### config.mk
export PLATFORM = sky130hd
export DESIGN_NAME = event_router
export DESIGN_NICKNAME = d
export VERILOG_FILES = /design/src/rtl/evr_pkg.sv /design/src/rtl/evr_sync.sv /design/src/rtl/evr_detect.sv /design/src/rtl/evr_regs.sv /design/src/rtl/evr_status.sv /design/src/rtl/event_router.sv
export SDC_FILE = /design/constraint.sdc
export NUM_CORES = 1
export LEC_CHECK = 0
export CAP_MARGIN = 25
export CORE_AREA = 8 8 164 151
export DETAILED_ROUTE_END_ITERATION = 8
export DIE_AREA = 0 0 172 159
export PLACE_DENSITY = 0.58
export SYNTH_ARGS = -nofsm -noshare
export SYNTH_HDL_FRONTEND = slang
export SYNTH_HIERARCHICAL = 1
export SYNTH_SLANG_ARGS = --single-unit
### constraint.sdc
create_clock -name clk -period 1.86 [get_ports clk]
set_input_delay 0.279 -clock clk [delete_from_list [all_inputs] [get_ports clk]]
set_output_delay 0.279 -clock clk [all_outputs]
set_load 0.02 [all_outputs]
### src/rtl/evr_pkg.sv
package evr_pkg;
  localparam int unsigned ADDR_W = 3;

  typedef enum logic [ADDR_W-1:0] {
    REG_POL  = 3'd0,
    REG_KIND = 3'd1,
    REG_ENA  = 3'd2,
    REG_FLAG = 3'd3,
    REG_ACK  = 3'd4
  } evr_reg_e;
endpackage

### src/rtl/evr_sync.sv
module evr_sync #(
  parameter int unsigned W = 32
) (
  input  logic         clk,
  input  logic         rst_n,
  input  logic [W-1:0] async_in,
  output logic [W-1:0] sync_out
);
  for (genvar i = 0; i < W; i++) begin : g_bit
    logic meta_q, stab_q;

    always_ff @(posedge clk or negedge rst_n) begin
      if (!rst_n) begin
        meta_q <= 1'b0;
        stab_q <= 1'b0;
      end else begin
        meta_q <= async_in[i];
        stab_q <= meta_q;
      end
    end

    assign sync_out[i] = stab_q;
  end
endmodule

### src/rtl/evr_detect.sv
module evr_detect #(
  parameter int unsigned    W    = 32,
  parameter logic [W-1:0]   MASK = '1
) (
  input  logic         clk,
  input  logic         rst_n,
  input  logic [W-1:0] line_s,
  input  logic [W-1:0] pol,
  input  logic [W-1:0] kind,
  output logic [W-1:0] prev,
  output logic [W-1:0] hit
);
  logic [W-1:0] prev_q, prev_d;

  // Tracker follows the synchronised line each cycle, so after any
  // configuration write it already equals the current line value.
  always_comb prev_d = line_s;

  always_ff @(posedge clk or negedge rst_n) begin
    if (!rst_n) prev_q <= '0;
    else        prev_q <= prev_d;
  end

  for (genvar i = 0; i < W; i++) begin : g_det
    if (MASK[i]) begin : g_live
      logic at_level, moved;
      always_comb begin
        at_level = ~(line_s[i] ^ pol[i]);
        moved    = line_s[i] ^ prev_q[i];
        hit[i]   = kind[i] ? (at_level & moved) : at_level;
      end
    end else begin : g_rsvd
      assign hit[i] = 1'b0;
    end
  end

  assign prev = prev_q;
endmodule

### src/rtl/evr_regs.sv
module evr_regs
  import evr_pkg::*;
#(
  parameter int unsigned  W    = 32,
  parameter logic [W-1:0] MASK = '1
) (
  input  logic              clk,
  input  logic              rst_n,
  input  logic [ADDR_W-1:0] addr,
  input  logic              wr,
  input  logic [W-1:0]      wdata,
  input  logic [W-1:0]      flags,
  output logic [W-1:0]      rdata,
  output logic [W-1:0]      pol,
  output logic [W-1:0]      kind,
  output logic [W-1:0]      ena,
  output logic [W-1:0]      ack
);
  logic [W-1:0] pol_q, pol_d, kind_q, kind_d, ena_q, ena_d;

  always_comb begin
    pol_d  = pol_q;
    kind_d = kind_q;
    ena_d  = ena_q;
    ack    = '0;
    if (wr) begin
      case (addr)
        REG_POL:  pol_d  = wdata & MASK;
        REG_KIND: kind_d = wdata & MASK;
        REG_ENA:  ena_d  = wdata & MASK;
        REG_ACK:  ack    = wdata & MASK;
        default:  ;
      endcase
    end
  end

  always_ff @(posedge clk or negedge rst_n) begin
    if (!rst_n) begin
      pol_q  <= '0;
      kind_q <= '0;
      ena_q  <= '0;
    end else begin
      pol_q  <= pol_d;
      kind_q <= kind_d;
      ena_q  <= ena_d;
    end
  end

  always_comb begin
    case (addr)
      REG_POL:  rdata = pol_q;
      REG_KIND: rdata = kind_q;
      REG_ENA:  rdata = ena_q;
      REG_FLAG: rdata = flags;
      default:  rdata = '0;
    endcase
  end

  assign pol  = pol_q;
  assign kind = kind_q;
  assign ena  = ena_q;
endmodule

### src/rtl/evr_status.sv
module evr_status #(
  parameter int unsigned W = 32
) (
  input  logic         clk,
  input  logic         rst_n,
  input  logic [W-1:0] hit,
  input  logic [W-1:0] ack,
  input  logic [W-1:0] ena,
  output logic [W-1:0] flags,
  output logic         irq
);
  logic [W-1:0] flag_q, flag_d;

  // Detection is ORed in after the acknowledge, so a fresh hit (or a
  // level still held active) outlasts a same-cycle acknowledge.
  always_comb flag_d = (flag_q & ~ack) | hit;

  always_ff @(posedge clk or negedge rst_n) begin
    if (!rst_n) flag_q <= '0;
    else        flag_q <= flag_d;
  end

  assign flags = flag_q;
  assign irq   = |(flag_q & ena);
endmodule

### src/rtl/event_router.sv
module event_router
  import evr_pkg::*;
#(
  parameter int unsigned N_IN      = 32,
  parameter logic [31:0] IMPL_MASK = 32'h000B_FFFF
) (
  input  logic              clk,
  input  logic              rst_n,
  input  logic [N_IN-1:0]   ev_in,
  input  logic [ADDR_W-1:0] bus_addr,
  input  logic              bus_wr,
  input  logic [N_IN-1:0]   bus_wdata,
  output logic [N_IN-1:0]   bus_rdata,
  output logic              irq
);
  localparam logic [N_IN-1:0] MASK = IMPL_MASK[N_IN-1:0];

  logic [N_IN-1:0] sync_v, prev_v, hit_v;
  logic [N_IN-1:0] pol_q, kind_q, ena_q, ack_v, flag_q;

  evr_sync #(.W(N_IN)) u_sync (
    .clk(clk), .rst_n(rst_n), .async_in(ev_in), .sync_out(sync_v)
  );

  evr_detect #(.W(N_IN), .MASK(MASK)) u_det (
    .clk(clk), .rst_n(rst_n), .line_s(sync_v), .pol(pol_q),
    .kind(kind_q), .prev(prev_v), .hit(hit_v)
  );

  evr_regs #(.W(N_IN), .MASK(MASK)) u_regs (
    .clk(clk), .rst_n(rst_n), .addr(bus_addr), .wr(bus_wr),
    .wdata(bus_wdata), .flags(flag_q), .rdata(bus_rdata),
    .pol(pol_q), .kind(kind_q), .ena(ena_q), .ack(ack_v)
  );

  evr_status #(.W(N_IN)) u_stat (
    .clk(clk), .rst_n(rst_n), .hit(hit_v), .ack(ack_v), .ena(ena_q),
    .flags(flag_q), .irq(irq)
  );
endmodule

==> metrics.md, run 1 <==
| Metric | Value |
|---|---|
| Outcome | complete, but fails checks |
| Violated checks | negative setup slack |
| DRT met1 WL | 7.02 mm |
| Critical path class | reg2out |
| DRT antenna net count | 0 |
| Crit start category | register |
| Pwr/cell area | 1030 nW/um^2 |
| Pin count of the biggest net entering global routing | 52 |
| Vias per cell | 4.36 |
| Final core occ | 38.9% |
| Core area | 22000 um^2 |
| Initial Util | 30.6% |
| First-pass GRT wire length | 25.5 mm |
| Area Overhead vs Synth | 26.9% |
| GRT Overall Usage | 12.2% |
| TritonCTS Buffers | 17 |
| FF+latch area | 3650 um^2 |
| Setup tns final | -0.350 ns |
| Clk Latency, worst-skew pair | 0.42 ns |
| Root buffer cell | clkbuf_16 |
| Inserted Diodes | 0 |
| CTS Sinks | 146 |
| Switching share of power | 26.3% |
| Antenna violations before repair | 0 |
| WP data required | 1.58 ns |
| Area of the multi-input gates | 2600 um^2 |
| Num ports | 103 |
| Post-route minimum period | 2.21 ns |
| Worst path arrival time | 1.93 ns |
| Detailed placer's ending HPWL | 10.5 mm |
| Top sig layer | met4 |
| Peak VDD IR | 0.469 mV |
| Nets | 718 |
| # fillers | 2151 |
| Post-Syn Area | 6730 um^2 |
| Commonest non-fill, non-tap cell in the layout | dfrtp_1 |
| Final hold vios | 0 |
| Via Count | 4179 |
| Fmax | 453 MHz |
| RePlAce Congestion | 0.737 |
| DRT Wirelength | 15.7 mm |
| Die X | 172 um |
| Unrepaired setup endpoints after global routing | true |
| Die ar. | 27300 um^2 |
| IO buf count | 76 |
| Vias in the first global route | 4626 |
| Hold_ws | 0.295 ns |
| Share of cells above drive strength 1 | 25.6% |
| Final Max Tran Viols | 0 |
| DRC viols | 0 |
| Initial DRC Count | 160 |
| Yosys Warn Count | 6 |
| Final Cycle Share | 119% |
| Met2 WL | 7.87 mm |
| Int Pwr | 6490 uW |
| Syn Inst Count | 536 |
| Die Y-Extent | 159 um |
| Routed WL per cell | 16.4 um |
| Most frequent cells in the layout | dfrtp_1, buf_4, clkdlybuf4s50_1, conb_1, mux2i_1 |
| Clock Power Share | 38.5% |
| Hold Crit Class | in2reg |
| Syn avg cell area | 12.6 um^2 |
| Maxcap violations | 0 |
| Worst-path clk slew | 0.06 ns |
| Power Total | 8810 uW |
| Row count | 52 |
| CP max FO | 2 |
| Critical Path End Type | output pin |
| Post-Route Skew | 0.00681 ns |
| Lkg Pwr | 0.00378 uW |
| CTS tree | done |
| Final setup margin | -0.350 ns |
| Clock tree buffer depth | 2 |
| Seq pwr share | 44.0% |
| Initial DRT Pass Iterations | 4 |
| Residual overflow from global routing | 0 |
| NetSw | 2320 uW |
| Gate power share | 17.5% |
| CTS H-tree lvls | 4 |
| Setup violators final | 1 |
| Metal3 WL | 673 um |
[power groups by stage]
stage,clock [uW],combinational [uW],sequential [uW]
6_report,3390,1550,3870
5_1_grt,3630,1690,3930
4_1_cts,3500,1560,3870
3_5_place_dp,0,1580,3920
3_3_place_gp,0,1530,3880
2_1_floorplan,0,966,3840
[state kept, by name, summed over array words and instances (netlist names)]
name / cells
u_det/prev: 19
u_sync/g_bit.stab_q: 19
u_stat/flags: 32
u_regs/kind: 19
u_sync/g_bit.meta_q: 19
u_regs/pol: 19
u_regs/ena: 19
[worst max-delay path, stage by stage, from the launching register on]
cell and delay [ns]:
dfrtp_1 0.39, a22oi_2 0.21, buf_4 0.15, nand4_1 0.07, or4_4 0.55, buf_6 0.15
[what timing repair did]
item / in CTS / in global routing
setup endpoints to repair: 33 / 17
cloned: 1 / 0
pin swaps: 4 / 3
hold buffers: 1 / 0
endpoints found under the hold margin: 47 / 0
resized for setup: 106 / 22
setup buffers: 1 / 1
[metrics by stage]
step	setup slack (ns)	cells	area (um^2)
2_1_floorplan	0.313	573	6870
3_3_place_gp	-0.588	924	7970
3_5_place_dp	-0.563	924	7970
4_1_cts	-0.432	957	8590
5_1_grt	-0.452	958	8540
6_report	-0.350	958	8540
[worst paths after layout]
kind	from	to	slack, ns	cells past startpoint
worst max-delay path	u_regs/ena[9]	irq	-0.35	5
worst max register to register	u_sync/g_bit[19].stab_q	u_stat/flags[19]	0.81	3
worst min-delay path	ev_in[8]	u_sync/g_bit[8].meta_q	0.30	1
worst min register to register	u_sync/g_bit[2].meta_q	u_sync/g_bit[2].stab_q	0.35	0
max in group asynchronous	rst_n	u_stat/flags[28]	0.82	3
min in group asynchronous	rst_n	u_sync/g_bit[19].stab_q	0.37	2
[layout make-up]
| type | count | area share, % |
|---|---|---|
| clock buffers | 20 | 5.34 |
| clock inverters | 12 | 1.54 |
| inverters | 32 | 1.41 |
| multi-input cells | 320 | 30.5 |
| flip-flops and latches | 146 | 42.8 |
| well taps | 297 | 4.35 |
| repair buffers | 131 | 14.1 |
[per-layer routing]
metal  global-route usage (%)  up-vias
met2                     20.5       62
met1                     14.7     2116
met3                     3.99       10
met5                        0        -
met4                     3.02        0
li1                         -     1991
Power figures use the tool's default switching activity.
==> inputs of run 2 (changes only) <==
- CTS_CLUSTER_DIAMETER: unset -> 50
- TNS_END_PERCENT: unset -> 30
==> metrics.md, run 2 (synthesis gave the netlist of run 1 again) <==
| Metric | Value |
|---|---|
| Clock tree buffer depth | 2 |
| WP data required | 1.58 ns |
| Lkg Pwr | 0.00380 uW |
| Setup Slack @ Placement | -0.563 ns |
| Commonest non-fill, non-tap cell in the layout | dfrtp_1 |
| Slowest CP cell | or4_4 |
| Vias per cell | 4.38 |
| Clk Latency, worst-skew pair | 0.42 ns |
| Initial Util | 30.6% |
| Antenna violations before repair | 0 |
| Setup violators final | 1 |
| Inserted Diodes | 0 |
| First-pass GRT wire length | 25.4 mm |
| Setup tns final | -0.350 ns |
| Post-place instance area | 7970 um^2 |
| Max reg flops | 32 |
| Hold Path Depth | 1 |
| GRT Overall Usage | 12.1% |
| Fmax | 453 MHz |
| Hold Crit Class | in2reg |
| Worst path arrival time | 1.93 ns |
| Routed WL per cell | 16.4 um |
| CTS tree | done |
| Violated checks | negative setup slack |
| CTS Sinks | 146 |
| Row count | 52 |
| IO buf count | 76 |
| CTS H-tree lvls | 4 |
| Pin count of the biggest net entering global routing | 52 |
| Critical Path End Type | output pin |
| Initial DRC Count | 159 |
| Critical path class | reg2out |
| Final Max Tran Viols | 0 |
| Hold_ws | 0.295 ns |
| Post-route minimum period | 2.21 ns |
| Final hold vios | 0 |
| Most frequent cells in the layout | dfrtp_1, buf_4, clkdlybuf4s50_1, conb_1, mux2i_1 |
| Worst-path clk slew | 0.06 ns |
| Crit-path max cell delay | 0.55 ns |
| DRC viols | 0 |
| RePlAce Congestion | 0.737 |
| Outcome | complete, but fails checks |
| DRT Wirelength | 15.7 mm |
| Vias in the first global route | 4683 |
| Initial DRT Pass Iterations | 5 |
| Residual overflow from global routing | 0 |
| Detailed placer's ending HPWL | 10.5 mm |
| Die X | 172 um |
| Core area | 22000 um^2 |
| Nets | 717 |
| Pwr/cell area | 1030 nW/um^2 |
| Die ar. | 27300 um^2 |
| Area Overhead vs Synth | 26.8% |
| Crit path cell chain | a22oi_2 > buf_4 > nand4_1 > or4_4 > buf_6 |
| Post-Route Skew | 0.00562 ns |
| TritonCTS Buffers | 17 |
| Maxcap violations | 0 |
| Final instance area | 8540 um^2 |
| Via Count | 4188 |
| R2R depth | 3 |
| Peak VDD IR | 0.467 mV |
| Share of cells above drive strength 1 | 27.7% |
| Die Y-Extent | 159 um |
| DRT antenna net count | 0 |
| Final Cycle Share | 119% |
| Root buffer cell | clkbuf_16 |
| Unrepaired setup endpoints after global routing | true |
| Final setup margin | -0.350 ns |
| Power Total | 8820 uW |
| Crit start category | register |
| # fillers | 2151 |
| Num ports | 103 |
| CP max FO | 2 |
[run 2: cell count changes in the layout (fill, tap and decap cells not counted)]
cell,previous run,this run
clkdlybuf4s15_1,4,0
dlymetal6s2s_1,0,2
dlygate4sd2_1,7,0
and2_4,0,2
clkbuf_2,5,0
o22ai_2,4,8
o22ai_1,15,11
buf_2,9,23
buf_4,52,51
and2_1,32,30
[run 2: worst paths after layout]
check / from / to / slack [ns]
setup reg to reg: u_sync/g_bit[19].stab_q / u_stat/flags[19] / 0.80
min in group asynchronous: rst_n / u_sync/g_bit[19].meta_q / 0.37
hold reg to reg: u_sync/g_bit[2].meta_q / u_sync/g_bit[2].stab_q / 0.35
hold / removal: ev_in[8] / u_sync/g_bit[8].meta_q / 0.30
setup / recovery: u_regs/ena[9] / irq / -0.35
max in group asynchronous: rst_n / u_stat/flags[5] / 0.83
[run 2: routing by layer]
layer / global-route usage, % / vias to the layer above / wire (um)
li1: - / 1991 / -
met5: 0 / - / 0
met4: 3.02 / 0 / 114
met2: 20.8 / 71 / 7920
met1: 14.4 / 2116 / 6950
met3: 3.97 / 10 / 747
[run 2: what timing repair did]
action,in CTS,in global routing
setup endpoints to repair,33,23
gates resized for setup,153,9
hold buffers,1,0
pin swaps,4,4
hold endpoints to repair,47,0
cloned,0,1
buffers inserted,0,1
[run 2: power breakdown]
part / total, uW / switching [uW] / internal, uW / leakage, uW
registers: 3880 / 312 / 3560 / 0.00166
clock network: 3390 / 1340 / 2050 / 0.000278
logic: 1560 / 669 / 887 / 0.00186
total: 8820 / 2320 / 6500 / 0.00380
[run 2: critical path: cells and delay by family, from the launching register on]
family / cells / cell delay, ns
buffers and inverters: 2 / 0.30
AO/OA/AOI/OAI: 1 / 0.20
AND/OR/NAND/NOR: 2 / 0.62
flip-flops: 1 / 0.39
[run 2: final cells by class]
class	count	area, um^2	share of cell area [%]
clock inverters	12	131	1.54
inverters	32	120	1.41
well taps	297	372	4.35
flip-flops and latches	146	3650	42.8
repair buffers	130	1170	13.7
multi-input cells	320	2630	30.9
clock buffers	20	457	5.35
[run 2: stage by stage]
step | cells | util (%)
floorplan | 573 | -
global placement | 924 | 36.2
detailed placement | 924 | 36.2
CTS | 955 | 38.6
global route | 957 | 38.8
finish | 957 | 38.8
